--- config.mk ---
export PLATFORM = sky130hd
export DESIGN_NAME = sar_range_ctrl
export DESIGN_NICKNAME = d
export VERILOG_FILES = /design/src/rtl/sar_range_pkg.sv /design/src/rtl/sar_lfsr.sv /design/src/rtl/sar_seq.sv /design/src/rtl/sar_fmt.sv /design/src/rtl/sar_range_ctrl.sv
export SDC_FILE = /design/constraint.sdc
export NUM_CORES = 1
export LEC_CHECK = 0
export ABC_AREA = 0
export BUFFER_PORTS_ARGS = -buffer_cell sky130_fd_sc_hd__buf_2
export CAP_MARGIN = 20
export CORE_MARGIN = 5
export CORE_UTILIZATION = 59
export DETAILED_ROUTE_END_ITERATION = 7
export PLACE_DENSITY = 0.79
export SLEW_MARGIN = 30
export SYNTH_ARGS = -nofsm -noshare
export SYNTH_HDL_FRONTEND = slang
export SYNTH_HIERARCHICAL = 1
export SYNTH_SLANG_ARGS = --single-unit
--- constraint.sdc ---
create_clock -name clk -period 4.4 [get_ports clk]
set_clock_uncertainty 0.15 [all_clocks]
set_input_delay 0.88 -clock clk [delete_from_list [all_inputs] [get_ports clk]]
set_output_delay 0.88 -clock clk [all_outputs]
set_load 0.005 [all_outputs]
--- src/rtl/sar_range_pkg.sv ---
// Package sar_range_pkg
// Shared types for the range-adaptive SAR controller.
// Assumes: a single clock domain; all users import this package.
package sar_range_pkg;

    // Conversion sequence phases
    typedef enum logic [1:0] {
        ST_IDLE   = 2'd0,
        ST_RANGE  = 2'd1,
        ST_SEARCH = 2'd2,
        ST_EMIT   = 2'd3
    } conv_state_e;

endpackage

--- src/rtl/sar_lfsr.sv ---
// Module sar_lfsr
// Free-running Galois LFSR. It shifts right on every clock and, after
// reset, never stops.
// Assumes: TAPS describes a maximal-length polynomial and SEED is nonzero,
// so the register never reaches the all-zero lock-up state.
module sar_lfsr #(
    parameter int              WIDTH = 16,
    parameter logic [WIDTH-1:0] TAPS = 16'hB400,
    parameter logic [WIDTH-1:0] SEED = 16'hACE1
) (
    input  logic             clk,
    input  logic             rst_n,
    output logic [WIDTH-1:0] state_o
);

    logic [WIDTH-1:0] lfsr_q;

    // Advance the register one step per clock; reload the seed on reset
    always_ff @(posedge clk) begin
        if (!rst_n) begin
            lfsr_q <= SEED;
        end else begin
            lfsr_q <= {1'b0, lfsr_q[WIDTH-1:1]} ^ (lfsr_q[0] ? TAPS : '0);
        end
    end

    assign state_o = lfsr_q;

endmodule

--- src/rtl/sar_seq.sv ---
// Module sar_seq
// Sequencer for one conversion: a range decision, a binary search of
// SAR_BITS steps from the MSB down, then a single emit cycle.
// Assumes: cmp_i reflects the DAC word driven in the same cycle (the
// external DAC and comparator settle within one clock), and a 1 on cmp_i
// means the input is at or above the DAC level.
module sar_seq
    import sar_range_pkg::*;
#(
    parameter int SAR_BITS    = 9,
    parameter int THRESH_CODE = 64
) (
    input  logic                clk,
    input  logic                rst_n,
    input  logic                start_i,
    input  logic                cmp_i,
    output conv_state_e         state_o,
    output logic                range_hi_o,
    output logic [SAR_BITS-1:0] dac_code_o,
    output logic [SAR_BITS-1:0] sar_word_o,
    output logic                emit_o
);

    localparam logic [SAR_BITS-1:0] TOP_BIT   = {1'b1, {(SAR_BITS-1){1'b0}}};
    localparam logic [SAR_BITS-1:0] THRESH_W  = SAR_BITS'(THRESH_CODE);

    conv_state_e         state_q;
    logic                range_q;
    logic [SAR_BITS-1:0] acc_q;
    logic [SAR_BITS-1:0] trial_q;

    // Phase transitions, range capture and bit-by-bit approximation
    always_ff @(posedge clk) begin
        if (!rst_n) begin
            state_q <= ST_IDLE;
            range_q <= 1'b0;
            acc_q   <= '0;
            trial_q <= '0;
        end else begin
            case (state_q)
                ST_IDLE: begin
                    if (start_i) begin
                        state_q <= ST_RANGE;
                    end
                end
                ST_RANGE: begin
                    range_q <= cmp_i;
                    acc_q   <= '0;
                    trial_q <= TOP_BIT;
                    state_q <= ST_SEARCH;
                end
                ST_SEARCH: begin
                    if (cmp_i) begin
                        acc_q <= acc_q | trial_q;
                    end
                    trial_q <= trial_q >> 1;
                    if (trial_q[0]) begin
                        state_q <= ST_EMIT;
                    end
                end
                ST_EMIT: begin
                    state_q <= ST_IDLE;
                end
                default: begin
                    state_q <= ST_IDLE;
                end
            endcase
        end
    end

    // DAC word for the current phase: threshold, trial word, or idle zero
    always_comb begin
        case (state_q)
            ST_RANGE:  dac_code_o = THRESH_W;
            ST_SEARCH: dac_code_o = acc_q | trial_q;
            default:   dac_code_o = '0;
        endcase
    end

    // Span select: full scale while deciding the range, then the held decision
    always_comb begin
        range_hi_o = (state_q == ST_RANGE) ? 1'b1 : range_q;
    end

    assign state_o    = state_q;
    assign sar_word_o = acc_q;
    assign emit_o     = (state_q == ST_EMIT);

endmodule

--- src/rtl/sar_fmt.sv ---
// Module sar_fmt
// Places the search result inside the wide output word.
// Fine range: the result is right-aligned and the top bits are zero.
// Coarse range: the result is left-aligned and the bottom bits come from
// the random source.
// Assumes: OUT_BITS > SAR_BITS and RND_W >= OUT_BITS - SAR_BITS.
module sar_fmt #(
    parameter int SAR_BITS = 9,
    parameter int OUT_BITS = 12,
    parameter int RND_W    = 16
) (
    input  logic                range_hi_i,
    input  logic [SAR_BITS-1:0] sar_word_i,
    input  logic [RND_W-1:0]    rnd_i,
    output logic [OUT_BITS-1:0] word_o
);

    localparam int PAD = OUT_BITS - SAR_BITS;

    logic [OUT_BITS-1:0] fine_w;
    logic [OUT_BITS-1:0] coarse_w;

    generate
        if (PAD > 0) begin : g_pad
            assign fine_w   = {{PAD{1'b0}}, sar_word_i};
            assign coarse_w = {sar_word_i, rnd_i[PAD-1:0]};
        end else begin : g_nopad
            assign fine_w   = sar_word_i[OUT_BITS-1:0];
            assign coarse_w = sar_word_i[OUT_BITS-1:0];
        end
    endgenerate

    // Select placement from the range decision
    always_comb begin
        word_o = range_hi_i ? coarse_w : fine_w;
    end

endmodule

--- src/rtl/sar_range_ctrl.sv ---
// Module sar_range_ctrl (top)
// Range-adaptive SAR conversion controller. It sequences the range
// decision and the binary search, formats the result into OUT_BITS, and
// registers the result with a one-cycle done pulse.
// Assumes: the external DAC scales its reference by 2**PAD when
// range_hi_o is 0, and the comparator settles within one clock.
module sar_range_ctrl
    import sar_range_pkg::*;
#(
    parameter int SAR_BITS = 9,
    parameter int OUT_BITS = 12,
    parameter int LFSR_W   = 16
) (
    input  logic                clk,
    input  logic                rst_n,
    input  logic                start_i,
    input  logic                cmp_i,
    output logic [SAR_BITS-1:0] dac_code_o,
    output logic                range_hi_o,
    output logic [OUT_BITS-1:0] result_o,
    output logic                done_o
);

    localparam int PAD         = OUT_BITS - SAR_BITS;
    localparam int THRESH_CODE = 1 << (SAR_BITS - PAD);

    conv_state_e         seq_state;
    logic [SAR_BITS-1:0] sar_word;
    logic                emit;
    logic [LFSR_W-1:0]   lfsr_q;
    logic [OUT_BITS-1:0] fmt_word;
    logic [OUT_BITS-1:0] result_q;
    logic                done_q;

    sar_seq #(
        .SAR_BITS    (SAR_BITS),
        .THRESH_CODE (THRESH_CODE)
    ) seq_i (
        .clk        (clk),
        .rst_n      (rst_n),
        .start_i    (start_i),
        .cmp_i      (cmp_i),
        .state_o    (seq_state),
        .range_hi_o (range_hi_o),
        .dac_code_o (dac_code_o),
        .sar_word_o (sar_word),
        .emit_o     (emit)
    );

    sar_lfsr #(
        .WIDTH (LFSR_W)
    ) lfsr_i (
        .clk     (clk),
        .rst_n   (rst_n),
        .state_o (lfsr_q)
    );

    sar_fmt #(
        .SAR_BITS (SAR_BITS),
        .OUT_BITS (OUT_BITS),
        .RND_W    (LFSR_W)
    ) fmt_i (
        .range_hi_i (range_hi_o),
        .sar_word_i (sar_word),
        .rnd_i      (lfsr_q),
        .word_o     (fmt_word)
    );

    // Capture the formatted word and raise done for one cycle
    always_ff @(posedge clk) begin
        if (!rst_n) begin
            result_q <= '0;
            done_q   <= 1'b0;
        end else begin
            done_q <= emit;
            if (emit) begin
                result_q <= fmt_word;
            end
        end
    end

    assign result_o = result_q;
    assign done_o   = done_q;

endmodule

==> run_summary.xml <==
<?xml version="1.0" encoding="UTF-8"?>
<metrics>
  <group name="timing">
    <metric name="final_hold_viol_count" unit="">0</metric>
    <metric name="period_needed" unit="ns">3.06</metric>
    <metric name="max-slew-margin-rel" unit="%">50.0</metric>
    <metric name="rsz_0062_raised_after_global_routing" unit="">false</metric>
    <metric name="drv_slew" unit="">0</metric>
    <metric name="fin_tns_setup" unit="ns">0</metric>
    <metric name="worst_slew_pin_slew" unit="ns">0.750</metric>
    <metric name="max_freq" unit="MHz">327</metric>
    <metric name="setup_viol" unit="">0</metric>
    <metric name="final.period_utilization" unit="%">69.5</metric>
  </group>
  <group name="cts">
    <metric name="cts-buffers-inserted" unit="">5</metric>
    <metric name="postCtsSetupBuffers" unit="">0</metric>
    <metric name="cts_max_level" unit="">2</metric>
    <metric name="ctsLongestPathBuffers" unit="">2</metric>
    <metric name="cts-resized-gates" unit="">0</metric>
    <metric name="clock-root-buffer" unit="">sky130_fd_sc_hd__clkbuf_4</metric>
    <metric name="clock_latency" unit="ns">0.35</metric>
    <metric name="cts_tree" unit="">yes</metric>
    <metric name="numClockSinks" unit="">50</metric>
    <metric name="hold_buffers" unit="">0</metric>
    <metric name="path_clk_slew" unit="ns">0.13</metric>
  </group>
  <group name="worst_setup_path">
    <metric name="worst_setup_path_start_kind" unit="">flip-flop</metric>
    <metric name="reg2reg_depth" unit="">6</metric>
    <metric name="criticalPathCategory" unit="">reg2out</metric>
    <metric name="critPathRequiredTime" unit="ns">3.37</metric>
    <metric name="critPathArrivalTime" unit="ns">2.03</metric>
    <metric name="crit_path_max_fanout" unit="">20</metric>
    <metric name="rr_endpoint" unit="">result_o[7]</metric>
    <metric name="startpoint_of_the_worst_slack_reg_to_reg_timing_path" unit="">seq_i/state_o[1]</metric>
    <metric name="worst-r2r-setup-slack" unit="ns">2.39</metric>
    <metric name="endpoint_kind" unit="">primary output</metric>
  </group>
  <group name="synthesis">
    <metric name="synth_cells" unit="">201</metric>
    <metric name="fraction_of_the_mapped_netlist_area_in_compound_gates" unit="%">7.65</metric>
    <metric name="synth-seq-cells" unit="">50</metric>
    <metric name="synth_top_flop_cell" unit="">sky130_fd_sc_hd__dfxtp_1</metric>
    <metric name="yosys.area_share.adder" unit="%">3.06</metric>
    <metric name="synth_mux_area_share" unit="%">13.8</metric>
    <metric name="synth_simple_gate_area_share" unit="%">20.7</metric>
    <metric name="synth_top_family_by_area" unit="">simple AND/OR/NAND/NOR gates</metric>
    <metric name="synth_seq_area_share" unit="%">49.0</metric>
    <metric name="ys_warn_count" unit="">6</metric>
    <metric name="syn_avg_cell_area" unit="sq um">10.2</metric>
    <metric name="synth_nets" unit="">210</metric>
    <metric name="netlist-cell-type-count" unit="">29</metric>
    <metric name="synthArstFlopShare" unit="%">0</metric>
    <metric name="syn_area" unit="sq mm">0.00204</metric>
    <metric name="synth_xor_xnor_area_share" unit="%">1.29</metric>
    <metric name="synth-edff-count" unit="">0</metric>
  </group>
  <group name="routing">
    <metric name="post_drt_via_cell_ratio" unit="">5.28</metric>
    <metric name="route.detailed.drc" unit="">0</metric>
    <metric name="postRouteWirelength" unit="um">3720</metric>
    <metric name="via_count" unit="">1435</metric>
    <metric name="post_drt_wl_per_cell" unit="um">13.7</metric>
    <metric name="drtAntennaViolNets" unit="">0</metric>
    <metric name="drt_first_iter_violations" unit="">119</metric>
    <metric name="drt_pre_antenna_iters" unit="">4</metric>
  </group>
  <group name="cells_and_area">
    <metric name="final.fill_count" unit="">265</metric>
    <metric name="flow.area_growth_from_synthesis" unit="%">9.30</metric>
    <metric name="design.final.nets" unit="">234</metric>
    <metric name="finalCoreUtilization" unit="%">67.0</metric>
    <metric name="leading_cell_type_in_the_layout_fill_and_taps_excluded" unit="">sky130_fd_sc_hd__dfxtp_1</metric>
    <metric name="drive_gt1_share" unit="%">22.1</metric>
    <metric name="commonest_cells_after_routing_fill_and_taps_aside" unit="">sky130_fd_sc_hd__dfxtp_1 (50), sky130_fd_sc_hd__buf_2 (26), sky130_fd_sc_hd__nor2_1 (20)</metric>
    <metric name="antenna_cells" unit="">0</metric>
    <metric name="final_cells" unit="">272</metric>
  </group>
  <group name="global_routing">
    <metric name="first_pass_grt_wire_length" unit="um">6220</metric>
    <metric name="antenna_found_initial" unit="">0</metric>
    <metric name="gr-usage-all-layers" unit="%">17.8</metric>
    <metric name="pin_count_of_the_biggest_net_entering_global_routing" unit="">33</metric>
    <metric name="overflow" unit="">0</metric>
    <metric name="grt_pass1_vias" unit="">1349</metric>
  </group>
  <group name="min_path">
    <metric name="worst_hold_path.num_cells" unit="">1</metric>
    <metric name="min_delay_worst_endpoint" unit="">lfsr_i/state_o[11]</metric>
    <metric name="min-delay-path-class" unit="">reg2reg</metric>
    <metric name="hp-start" unit="">lfsr_i/state_o[12]</metric>
  </group>
  <group name="run">
    <metric name="maxCapViolations" unit="">0</metric>
  </group>
  <group name="floorplanning">
    <metric name="chipHeight" unit="um">68.9</metric>
    <metric name="num_io_pins" unit="">27</metric>
    <metric name="initial_core_util" unit="%">61.3</metric>
    <metric name="placement_rows" unit="">21</metric>
    <metric name="core-area" unit="sq mm">0.00334</metric>
    <metric name="die_area" unit="sq mm">0.00474</metric>
    <metric name="horizontal_die_dimension" unit="um">68.9</metric>
  </group>
  <group name="power">
    <metric name="p_sw_share" unit="%">30.8</metric>
    <metric name="p_per_area" unit="mW/mm^2">475</metric>
    <metric name="combPwrFrac" unit="%">28.5</metric>
    <metric name="fin_total_pwr" unit="mW">1.06</metric>
    <metric name="intPower" unit="mW">0.735</metric>
    <metric name="p_clk_share" unit="%">24.3</metric>
    <metric name="total_switching_power" unit="mW">0.327</metric>
    <metric name="seqPwrFrac" unit="%">47.2</metric>
    <metric name="power.leakage" unit="nW">0.882</metric>
    <metric name="max-vdd-ir-drop" unit="uV">356</metric>
  </group>
  <group name="placed_design">
    <metric name="gp_routability_congestion" unit="">0.912</metric>
    <metric name="detailedPlacementHpwl" unit="um">2720</metric>
    <metric name="place_inst" unit="">264</metric>
    <metric name="numPortBuffers" unit="">26</metric>
  </group>
  <group name="outcome">
    <metric name="run_status" unit="">completed</metric>
  </group>
</metrics>
==> cell families after synthesis <==
| kind of cell | Yosys count |
|---|---|
| compound gates | 28 |
| xor+xnor | 3 |
| fa+ha+maj | 5 |
| buf+inv | 13 |
| flops | 50 |
| mux | 24 |
| simple gates | 78 |
==> worst max-delay path, stage by stage (launching register included) <==
cell and delay, ns:
sky130_fd_sc_hd__dfxtp_1 0.42, sky130_fd_sc_hd__inv_1 0.10, sky130_fd_sc_hd__ha_1 0.57, sky130_fd_sc_hd__nand2_1 0.26, sky130_fd_sc_hd__nor2_1 0.19, sky130_fd_sc_hd__buf_2 0.13
==> metrics by stage <==
| step | hold slack, ns | area [sq um] | worst slack, ns |
|---|---|---|---|
| finish | 0.282 | 2230 | 1.34 |
| detailed placement | 0.250 | 2160 | 1.75 |
| global placement | 0.241 | 2160 | 1.92 |
| CTS | 0.282 | 2230 | 1.35 |
| floorplan | 0.236 | 2040 | 2.17 |
| global route | 0.298 | 2230 | 1.07 |
==> state kept, by name, summed over array words and instances, names as in the netlist <==
register / count
done_o: 1
lfsr_i/state_o: 16
result_o: 12
seq_i/range_q: 1
seq_i/sar_word_o: 9
seq_i/state_o: 2
seq_i/trial_q: 9
==> worst max-delay path by stage <==
stage | start | to | cells after the start
after floorplan | seq_i/state_o[1] | dac_code_o[6] | 5
after global placement | seq_i/state_o[1] | dac_code_o[2] | 5
after detailed placement | seq_i/state_o[1] | dac_code_o[5] | 5
after CTS | seq_i/state_o[1] | dac_code_o[5] | 5
after global routing | seq_i/state_o[1] | dac_code_o[5] | 5
final | seq_i/state_o[1] | dac_code_o[5] | 5
==> power by group through the flow <==
stage | Clock [mW] | Sequential (mW) | Combinational [mW]
floorplan | 0 | 0.505 | 0.275
global placement | 0 | 0.508 | 0.288
detailed placement | 0 | 0.511 | 0.300
CTS | 0.260 | 0.501 | 0.302
global route | 0.288 | 0.506 | 0.332
finish | 0.258 | 0.501 | 0.303
==> cell usage after synthesis, drive strengths merged, types with 5 or more instances <==
master  count  area, sq um
dfxtp      50         1000
nor2       20         75.1
a21oi      18         90.1
mux2i      14          140
nand2b     14         87.6
nor2b      14         95.1
and2       12         80.1
mux2       10          143
nand3       9         45.0
buf         7         68.8
nand2       7         26.3
o21ai       6         33.8
ha          5         62.6
==> cell type report <==
class	instances	area (sq um)	area share [%]
well taps	46	57.6	2.58
repair buffers	26	130	5.82
inverters	4	15.0	0.672
clock inverters	2	37.5	1.68
multi-input cells	138	952	42.6
clock buffers	6	41.3	1.85
flip-flops and latches	50	1000	44.8
==> layer usage <==
layer / up-vias / track usage, % / wire length (um)
li1: 715 / - / -
met2: 46 / 27.9 / 1820
met5: - / 0 / 0
met3: 4 / 5.83 / 216
met1: 670 / 22.9 / 1660
met4: 0 / 6.33 / 28
No activity file was read; power rests on OpenSTA's default activity.
